`config.mk`:
```
export PLATFORM = sky130hd
export DESIGN_NAME = gpio_bank
export DESIGN_NICKNAME = d
export VERILOG_FILES = /design/src/rtl/gpio_pkg.sv /design/src/rtl/gpio_ctrl.sv /design/src/rtl/gpio_dp.sv /design/src/rtl/gpio_bank.sv
export SDC_FILE = /design/constraint.sdc
export NUM_CORES = 1
export LEC_CHECK = 0
export ABC_AREA = 0
export BUFFER_PORTS_ARGS = -buffer_cell sky130_fd_sc_hd__buf_4
export CAP_MARGIN = 20
export CORE_MARGIN = 5
export CORE_UTILIZATION = 45
export DETAILED_ROUTE_END_ITERATION = 6
export GPL_ROUTABILITY_DRIVEN = 0
export GPL_TIMING_DRIVEN = 0
export PLACE_DENSITY = 0.75
export SLEW_MARGIN = 10
export SYNTH_ARGS = -nofsm -noshare
export SYNTH_HDL_FRONTEND = slang
export SYNTH_SLANG_ARGS = --single-unit
export TNS_END_PERCENT = 1
```
`constraint.sdc`:
```
create_clock -name clk -period 2 [get_ports clk]
set_input_delay 0.1 -clock clk [delete_from_list [all_inputs] [get_ports clk]]
set_output_delay 0.1 -clock clk [all_outputs]
set_load 0.05 [all_outputs]
```
`src/rtl/gpio_pkg.sv`:
```
package gpio_pkg;
  localparam logic [1:0] ADDR_PORT  = 2'd0;
  localparam logic [1:0] ADDR_DIR   = 2'd1;
  localparam logic [1:0] ADDR_ANSEL = 2'd2;
  localparam logic [1:0] ADDR_OPT   = 2'd3;

  typedef struct packed {
    logic       wrPort;
    logic       wrDir;
    logic       wrAnsel;
    logic       wrOpt;
    logic       bitOp;
    logic       rdEn;
    logic [1:0] rdSel;
  } gpioStb_t;
endpackage

```
`src/rtl/gpio_ctrl.sv`:
```
module gpio_ctrl
  import gpio_pkg::*;
(
  input  logic [1:0] addr,
  input  logic       wrEn,
  input  logic       rdEn,
  input  logic       bitWr,
  output gpioStb_t   stb
);
  logic byteWr;

  // A bit operation owns the latch in its cycle: byte writes are dropped
  assign byteWr = wrEn && !bitWr;

  always_comb begin
    stb         = '0;
    stb.wrPort  = byteWr && (addr == ADDR_PORT);
    stb.wrDir   = byteWr && (addr == ADDR_DIR);
    stb.wrAnsel = byteWr && (addr == ADDR_ANSEL);
    stb.wrOpt   = byteWr && (addr == ADDR_OPT);
    stb.bitOp   = bitWr;
    stb.rdEn    = rdEn;
    stb.rdSel   = addr;
  end
endmodule

```
`src/rtl/gpio_dp.sv`:
```
module gpio_dp
  import gpio_pkg::*;
#(
  parameter int          WIDTH        = 8,
  parameter int          IDXW         = $clog2(WIDTH),
  parameter int          SYNC_STAGES  = 2,
  parameter logic [WIDTH-1:0] ANALOG_RESET = 8'h0F
) (
  input  logic             clk,
  input  logic             rstN,
  input  gpioStb_t         stb,
  input  logic [WIDTH-1:0] wrData,
  input  logic [IDXW-1:0]  bitIdx,
  input  logic             bitVal,
  input  logic [WIDTH-1:0] pinIn,
  output logic [WIDTH-1:0] rdData,
  output logic [WIDTH-1:0] pinOut,
  output logic [WIDTH-1:0] pinOe,
  output logic [WIDTH-1:0] pullUp
);
  localparam int OPT_BIT = WIDTH - 1;

  logic [WIDTH-1:0] latchQ, dirQ, anselQ;
  logic             pullDisQ;
  logic [WIDTH-1:0] syncQ [SYNC_STAGES];
  logic [WIDTH-1:0] pinView, rmwVal, rdNext;

  // Pin synchronizer chain
  genvar s;
  generate
    for (s = 0; s < SYNC_STAGES; s++) begin : g_sync
      always_ff @(posedge clk) begin
        if (!rstN) syncQ[s] <= '0;
        else if (s == 0) syncQ[s] <= pinIn;
        else syncQ[s] <= syncQ[(s > 0) ? s - 1 : 0];
      end
    end
  endgenerate

  // Digital view of the pins: analog-selected bits read as zero
  assign pinView = syncQ[SYNC_STAGES-1] & ~anselQ;

  always_comb begin
    rmwVal         = pinView;
    rmwVal[bitIdx] = bitVal;
  end

  always_ff @(posedge clk) begin
    if (!rstN) begin
      latchQ   <= '0;
      dirQ     <= '1;
      anselQ   <= ANALOG_RESET;
      pullDisQ <= 1'b1;
    end else begin
      if (stb.bitOp)       latchQ <= rmwVal;
      else if (stb.wrPort) latchQ <= wrData;
      if (stb.wrDir)   dirQ     <= wrData;
      if (stb.wrAnsel) anselQ   <= wrData;
      if (stb.wrOpt)   pullDisQ <= wrData[OPT_BIT];
    end
  end

  always_comb begin
    unique case (stb.rdSel)
      ADDR_PORT:  rdNext = pinView;
      ADDR_DIR:   rdNext = dirQ;
      ADDR_ANSEL: rdNext = anselQ;
      default: begin
        rdNext          = '0;
        rdNext[OPT_BIT] = pullDisQ;
      end
    endcase
  end

  always_ff @(posedge clk) begin
    if (!rstN)         rdData <= '0;
    else if (stb.rdEn) rdData <= rdNext;
  end

  assign pinOut = latchQ;
  assign pinOe  = ~dirQ;
  assign pullUp = {WIDTH{~pullDisQ}} & dirQ;

  p_pull_vs_drive_r7: assert property (@(posedge clk) disable iff (!rstN)
    (pullUp & pinOe) == '0);

  p_latch_hold_r3: assert property (@(posedge clk) disable iff (!rstN)
    !(stb.wrPort || stb.bitOp) |=> $stable(pinOut));

  p_port_write_r3: assert property (@(posedge clk) disable iff (!rstN)
    (stb.wrPort && !stb.bitOp) |=> pinOut == $past(wrData));

  p_dir_write_r8: assert property (@(posedge clk) disable iff (!rstN)
    stb.wrDir |=> pinOe == ~$past(wrData));

  p_bit_op_r6: assert property (@(posedge clk) disable iff (!rstN)
    stb.bitOp |=> pinOut[$past(bitIdx)] == $past(bitVal));

  p_analog_zero_r5: assert property (@(posedge clk) disable iff (!rstN)
    (stb.rdEn && stb.rdSel == ADDR_PORT) |=> (rdData & $past(anselQ)) == '0);
endmodule

```
`src/rtl/gpio_bank.sv`:
```
module gpio_bank
  import gpio_pkg::*;
#(
  parameter int               WIDTH        = 8,
  parameter int               IDXW         = $clog2(WIDTH),
  parameter logic [WIDTH-1:0] ANALOG_RESET = 8'h0F
) (
  input  logic             clk,
  input  logic             rstN,
  input  logic [1:0]       addr,
  input  logic             wrEn,
  input  logic             rdEn,
  input  logic [WIDTH-1:0] wrData,
  output logic [WIDTH-1:0] rdData,
  input  logic             bitWr,
  input  logic [IDXW-1:0]  bitIdx,
  input  logic             bitVal,
  input  logic [WIDTH-1:0] pinIn,
  output logic [WIDTH-1:0] pinOut,
  output logic [WIDTH-1:0] pinOe,
  output logic [WIDTH-1:0] pullUp
);
  gpioStb_t stb;

  gpio_ctrl u_ctrl (
    .addr  (addr),
    .wrEn  (wrEn),
    .rdEn  (rdEn),
    .bitWr (bitWr),
    .stb   (stb)
  );

  gpio_dp #(
    .WIDTH        (WIDTH),
    .IDXW         (IDXW),
    .SYNC_STAGES  (2),
    .ANALOG_RESET (ANALOG_RESET)
  ) u_dp (
    .clk    (clk),
    .rstN   (rstN),
    .stb    (stb),
    .wrData (wrData),
    .bitIdx (bitIdx),
    .bitVal (bitVal),
    .pinIn  (pinIn),
    .rdData (rdData),
    .pinOut (pinOut),
    .pinOe  (pinOe),
    .pullUp (pullUp)
  );
endmodule

```
Yosys cells after proc, flatten, opt, wreduce, memory -nomap -nowiden
Memory sizes are Yosys's and may differ from the RTL's.
Index checks and enable logic that the tools add are counted.
W data, S select, Z words.

storage, ports and cells
  register bits = 33
  memories kept = 1
  RAM bits = 16
  word-level logic and storage cells = 37
  output and inout bits = 32

cells by class
  multiplexer cells = 10
  bitwise operators = 7
  reduce and logical (&&, ||, !) cells = 9
  eq/ne operators = 3
  magnitude comparators = 2

memory list
  memory      depth  width  rd ports  clocked after memory_dff  write ports  line           text
  u_dp.syncQ  2      8      2         0                         2            gpio_dp.sv:25  logic [WIDTH-1:0] syncQ [SYNC_STAGES];

operator list
  operator              number
  $mux W8               4
  $pmux W8 S3           1
  $and A8 B8 Y8         2
  $not A8 Y8            2
  $bwmux W8             1
  $logic_and A1 B1 Y1   6
  $eq A2 B2 Y1 const B  2
  $lt A3 B4 Y1 const B  1
  $demux W1 S3          1
  $ge A3 B1 Y1 const B  1
  $mux W1               3
  $eq A2 B1 Y1 const B  1
  $logic_not A2 Y1      1
  $or A1 B1 Y1          2
  $reduce_bool A2 Y1    1
  $logic_not A1 Y1      1
  $not A1 Y1            1

Depth between registers and ports, before layout
  depth in word-level cells = 6
  mapped depth = 6
  mapped depth without buffers = 3

Cells and area by module
From an unflattened synthesis, not the netlist that was laid out.

second synthesis, totals
  cell total of the unflattened synthesis = 241
  area total of the unflattened synthesis = 2185.8 µm²

modules (own cells, without submodules)
  module     area each (µm²)  cells each  instances
  gpio_dp    2105.8           233         1
  gpio_ctrl  80.1             8           1

Least setup slack after synthesis
Ideal clock, no wire load.

  path kind = reg2out
  from = register u_dp.dirQ[2]
  to = output pullUp[2]
  arrival = 1.246 ns
  setup slack = 0.654 ns
  stages on the path, launching flop included = 3
  cell sequence = dfxtp_1 -> inv_1 -> nor2_1

on the way
  longest elaborated chain between the ends = 1

RTL lines
  what                    line             text
  start, declared         gpio_dp.sv:23    logic [WIDTH-1:0] latchQ, dirQ, anselQ;
  start signal, assigned  gpio_dp.sv:57    if (stb.wrDir) dirQ <= wrData;
  $and A8 B8 Y8           gpio_dp.sv:82    assign pullUp = {WIDTH{~pullDisQ}} & dirQ;
  end, declared           gpio_bank.sv:21  output logic [WIDTH-1:0] pullUp

No other way between the ends.

Worst setup path in the final report
  from = register u_dp.pullDisQ
  to = output pullUp[4]

on the way
  longest elaborated chain between the ends = 2

RTL lines
  what                    line           text
  start, declared         gpio_dp.sv:24  logic pullDisQ;
  start signal, assigned  gpio_dp.sv:59  if (stb.wrOpt) pullDisQ <= wrData[OPT_BIT];
  $not A1 Y1              gpio_dp.sv:82
  $and A8 B8 Y8           gpio_dp.sv:82

No other way between the ends.

==> impl_metrics.tcl <==
set metrics [dict create \
    cp_slowest_stage_delay_ps 380 \
    num_io_pins 59 \
    timing.clock.skew_ps 13.83 \
    die_area_mm2 0.006297 \
    final-max-slew-violation-count 0 \
    finish.net_count 339 \
    remaining_design_rule_violation_count 0 \
    std_cell_rows 25 \
    tightest_slew_ps 539.0 \
    postSynth.topFlopCell "dfxtp_1" \
    synth_simple_gate_area_share_pct 24.62 \
    wl_per_cell_um 16.24 \
    min_path_type "in -> reg" \
    stdcell_count 365 \
    max_clock_freq_mhz 697.1 \
    worstSetupEndpointType "output port" \
    cell_with_the_most_instances_after_synthesis "dfxtp_1" \
    synth_area_leader_cell "dfxtp_1" \
    max_cap_viol_count 0 \
    final_core_utilization_pct 58.85 \
    number_of_filler_instances_in_the_final_layout 429 \
    yosys-mux-area-fraction_pct 3.237 \
    initial_antenna_violation_count 0 \
    post_cts_clock_slew_at_the_launch_and_capture_registers_of_the_worst_setup_and_hold_paths_ps 90 \
    die-width_um 79.36 \
    compound_cell_area_share_of_the_yosys_netlist_pct 19.60 \
    power_per_cell_area_mw_per_mm2 723.0 \
    main_combinational_cell_family_by_area_after_synthesis "simple AND/OR/NAND/NOR gates" \
    worstSetupStartpoint "u_dp.pullDisQ" \
    final.min_clock_period_ps 1435 \
    vias 2049 \
    detailedRoute.firstPassIterationCount 4 \
    area_growth_pct 27.57 \
    post_cts_sizing_count 0 \
    critical_path_peak_fanout 10 \
    grt_first_pass_wirelength_mm 9.301 \
    post_cts_buffers 0 \
    setup_repair_after_global_routing_missed_its_margin "false" \
    critPathKind "reg -> out" \
    post_synth_fa_ha_maj_area_fraction_pct 0 \
    placement.io_buffers 54 \
    ys_top_cells_by_area "dfxtp_1, nand2_1, and2_1, o211ai_1, mux2i_1" \
    cpMaxStageDelayCell "clkbuf_1" \
    timing.critical_path.from_type "flip-flop" \
    p_leak_nw 1.255 \
    number_of_buffers_created_by_cts 5 \
    worst-r2r-setup-slack_ps 790 \
    synth_largest_type_area_fraction_pct 45.32 \
    fraction_of_synthesized_cell_area_in_xor_and_xnor_cells_pct 0 \
    dpl_worst_slack_ps 634.5 \
    synthesis.instances 246 \
    crit_required_ps 1900 \
    timing.rr.start "u_dp.syncQ[1][2]" \
    crit_end "pullUp[4]" \
    timing.max_slew.rel_slack_pct 64.07 \
    place_hpwl_mm 4.328 \
    first_global_vias 1911 \
    htree_levels 2 \
    totalWireLength_mm 5.927 \
    finalHoldWorstSlack_ps 6.618 \
    synth_enable_flop_cells 0 \
    grt_max_degree 14 \
    setup_ws_ps 565.5 \
    viasPerCell 5.614 \
    ys_seq_area_share_pct 45.32 \
    placed_cells_incl_taps 354 \
    setup_tns_ps 0 \
    outcome "complete, no violations" \
    report.final.hold_viol_count 0 \
    clock_latency_ps 310 \
    root_buffer_master "clkbuf_8" \
    netlist_area_mm2 0.002165 \
    period_share_pct 71.73 \
    placed_cell_area_mm2 0.002638 \
    ys_warn_count 0 \
    n_antenna_cell 0 \
    worstReg2RegEnd "u_dp.rdData[2]" \
    async_flop_share_pct 0 \
    arrival_ps 1330 \
    first_iter_violations 120 \
    floorplan.initialDensity_pct 46.13 \
    clk_path_buf_depth 2 \
    syn_avg_cell_area_um2 8.799 \
    clock-sinks 49 \
    overall_global_routing_usage_pct 19.33 \
    worst_r2r_path_depth 3 \
    total_power_mw 1.996 \
    crit_path_cell_trace "clkbuf_1 -> nor2_1 -> buf_4" \
    synth_commonest_cells "dfxtp_1, nand2_1, and2_1" \
    clock_tree_from_tritoncts "built" \
    postSynthRegisterBits 49 \
    die_h_um 79.36 \
    peakVddDrop_mv 0.4961 \
    fp.coreArea_mm2 0.004692 \
    finish.instance_area_mm2 0.002761 \
    gr-total-overflow 0 \
    finalSetupViolCount 0 \
    post_route_cells_drive_above_1_share_pct 23.79 \
    route.antenna.remaining_nets 0 \
    yosysUniqueCellTypes 39 \
    synthesis.nets 273 \
]
## what timing repair did
action	in CTS	in global routing
hold endpoints to repair	4	1
setup endpoints to repair	0	0
hold buffers	4	1
## critical path: cells and delay by family, from the launching register on
family | cells | cell delay [ps]
buffers and inverters | 2 | 590
flip-flops | 1 | 310
AND/OR/NAND/NOR | 1 | 120
## cells in the final DEF, fill, tap and decap left out, drive strengths merged, types with 4 or more instances in the layout
master / count
inv: 15
buf: 66
or3b: 8
a21o: 8
dfxtp: 49
o21ai: 8
o211ai: 11
dlygate4sd3: 5
clkbuf: 13
nand3: 8
nand2b: 4
nor2: 13
nand2: 27
a31oi: 8
a21oi: 7
nor2b: 5
o41ai: 7
mux2i: 7
and2: 16
## layer usage
metal  up-vias  routed length (um)  GRT usage, %
li1        993                   -             -
met1       962                2576         23.95
met2        85                2830         31.90
met3         9                 403         4.649
met4         0                 116         8.247
met5         -                   0             0
## kinds of logic after synthesis
group / after synthesis
AOI/OAI and AO/OA: 59
DFF: 49
and+or+nand+nor: 96
muxes: 7
buffers and inverters: 35
## worst min-delay path by stage
stage	cells after the start	end	slack, ps	start
floorplan	2	u_dp.pullDisQ	230	wrData[7]
global placement	2	u_dp.syncQ[0][3]	310	pinIn[3]
detailed placement	2	u_dp.syncQ[0][1]	310	pinIn[1]
CTS	2	u_dp.syncQ[0][0]	1	pinIn[0]
global route	2	u_dp.syncQ[0][5]	3	pinIn[5]
finish	2	u_dp.syncQ[0][5]	7	pinIn[5]
## cell type report
| type | instances | area (um2) | share of cell area, % |
|---|---|---|---|
| Buffer | 20 | 100.1 | 3.625 |
| Clock buffer | 5 | 68.82 | 2.492 |
| Clock inverter | 1 | 5.005 | 0.1812 |
| Inverter | 15 | 56.30 | 2.039 |
| Multi-Input combinational cell | 162 | 1027 | 37.20 |
| Sequential cell | 49 | 980.9 | 35.52 |
| Tap cell | 54 | 67.56 | 2.447 |
| Timing Repair Buffer | 59 | 455.4 | 16.49 |
## power breakdown
part,internal [mW],switching [mW]
sequential,1.02,0.0244
clock,0.231,0.317
combinational,0.147,0.252
total,1.40,0.594
## registers in the layout (all words and copies together), names as in the netlist
| register | cells |
|---|---|
| u_dp.syncQ | 16 |
| u_dp.dirQ | 8 |
| u_dp.rdData | 8 |
| u_dp.anselQ | 8 |
| u_dp.pinOut | 8 |
| u_dp.pullDisQ | 1 |
(Power assumes the default switching activity.)
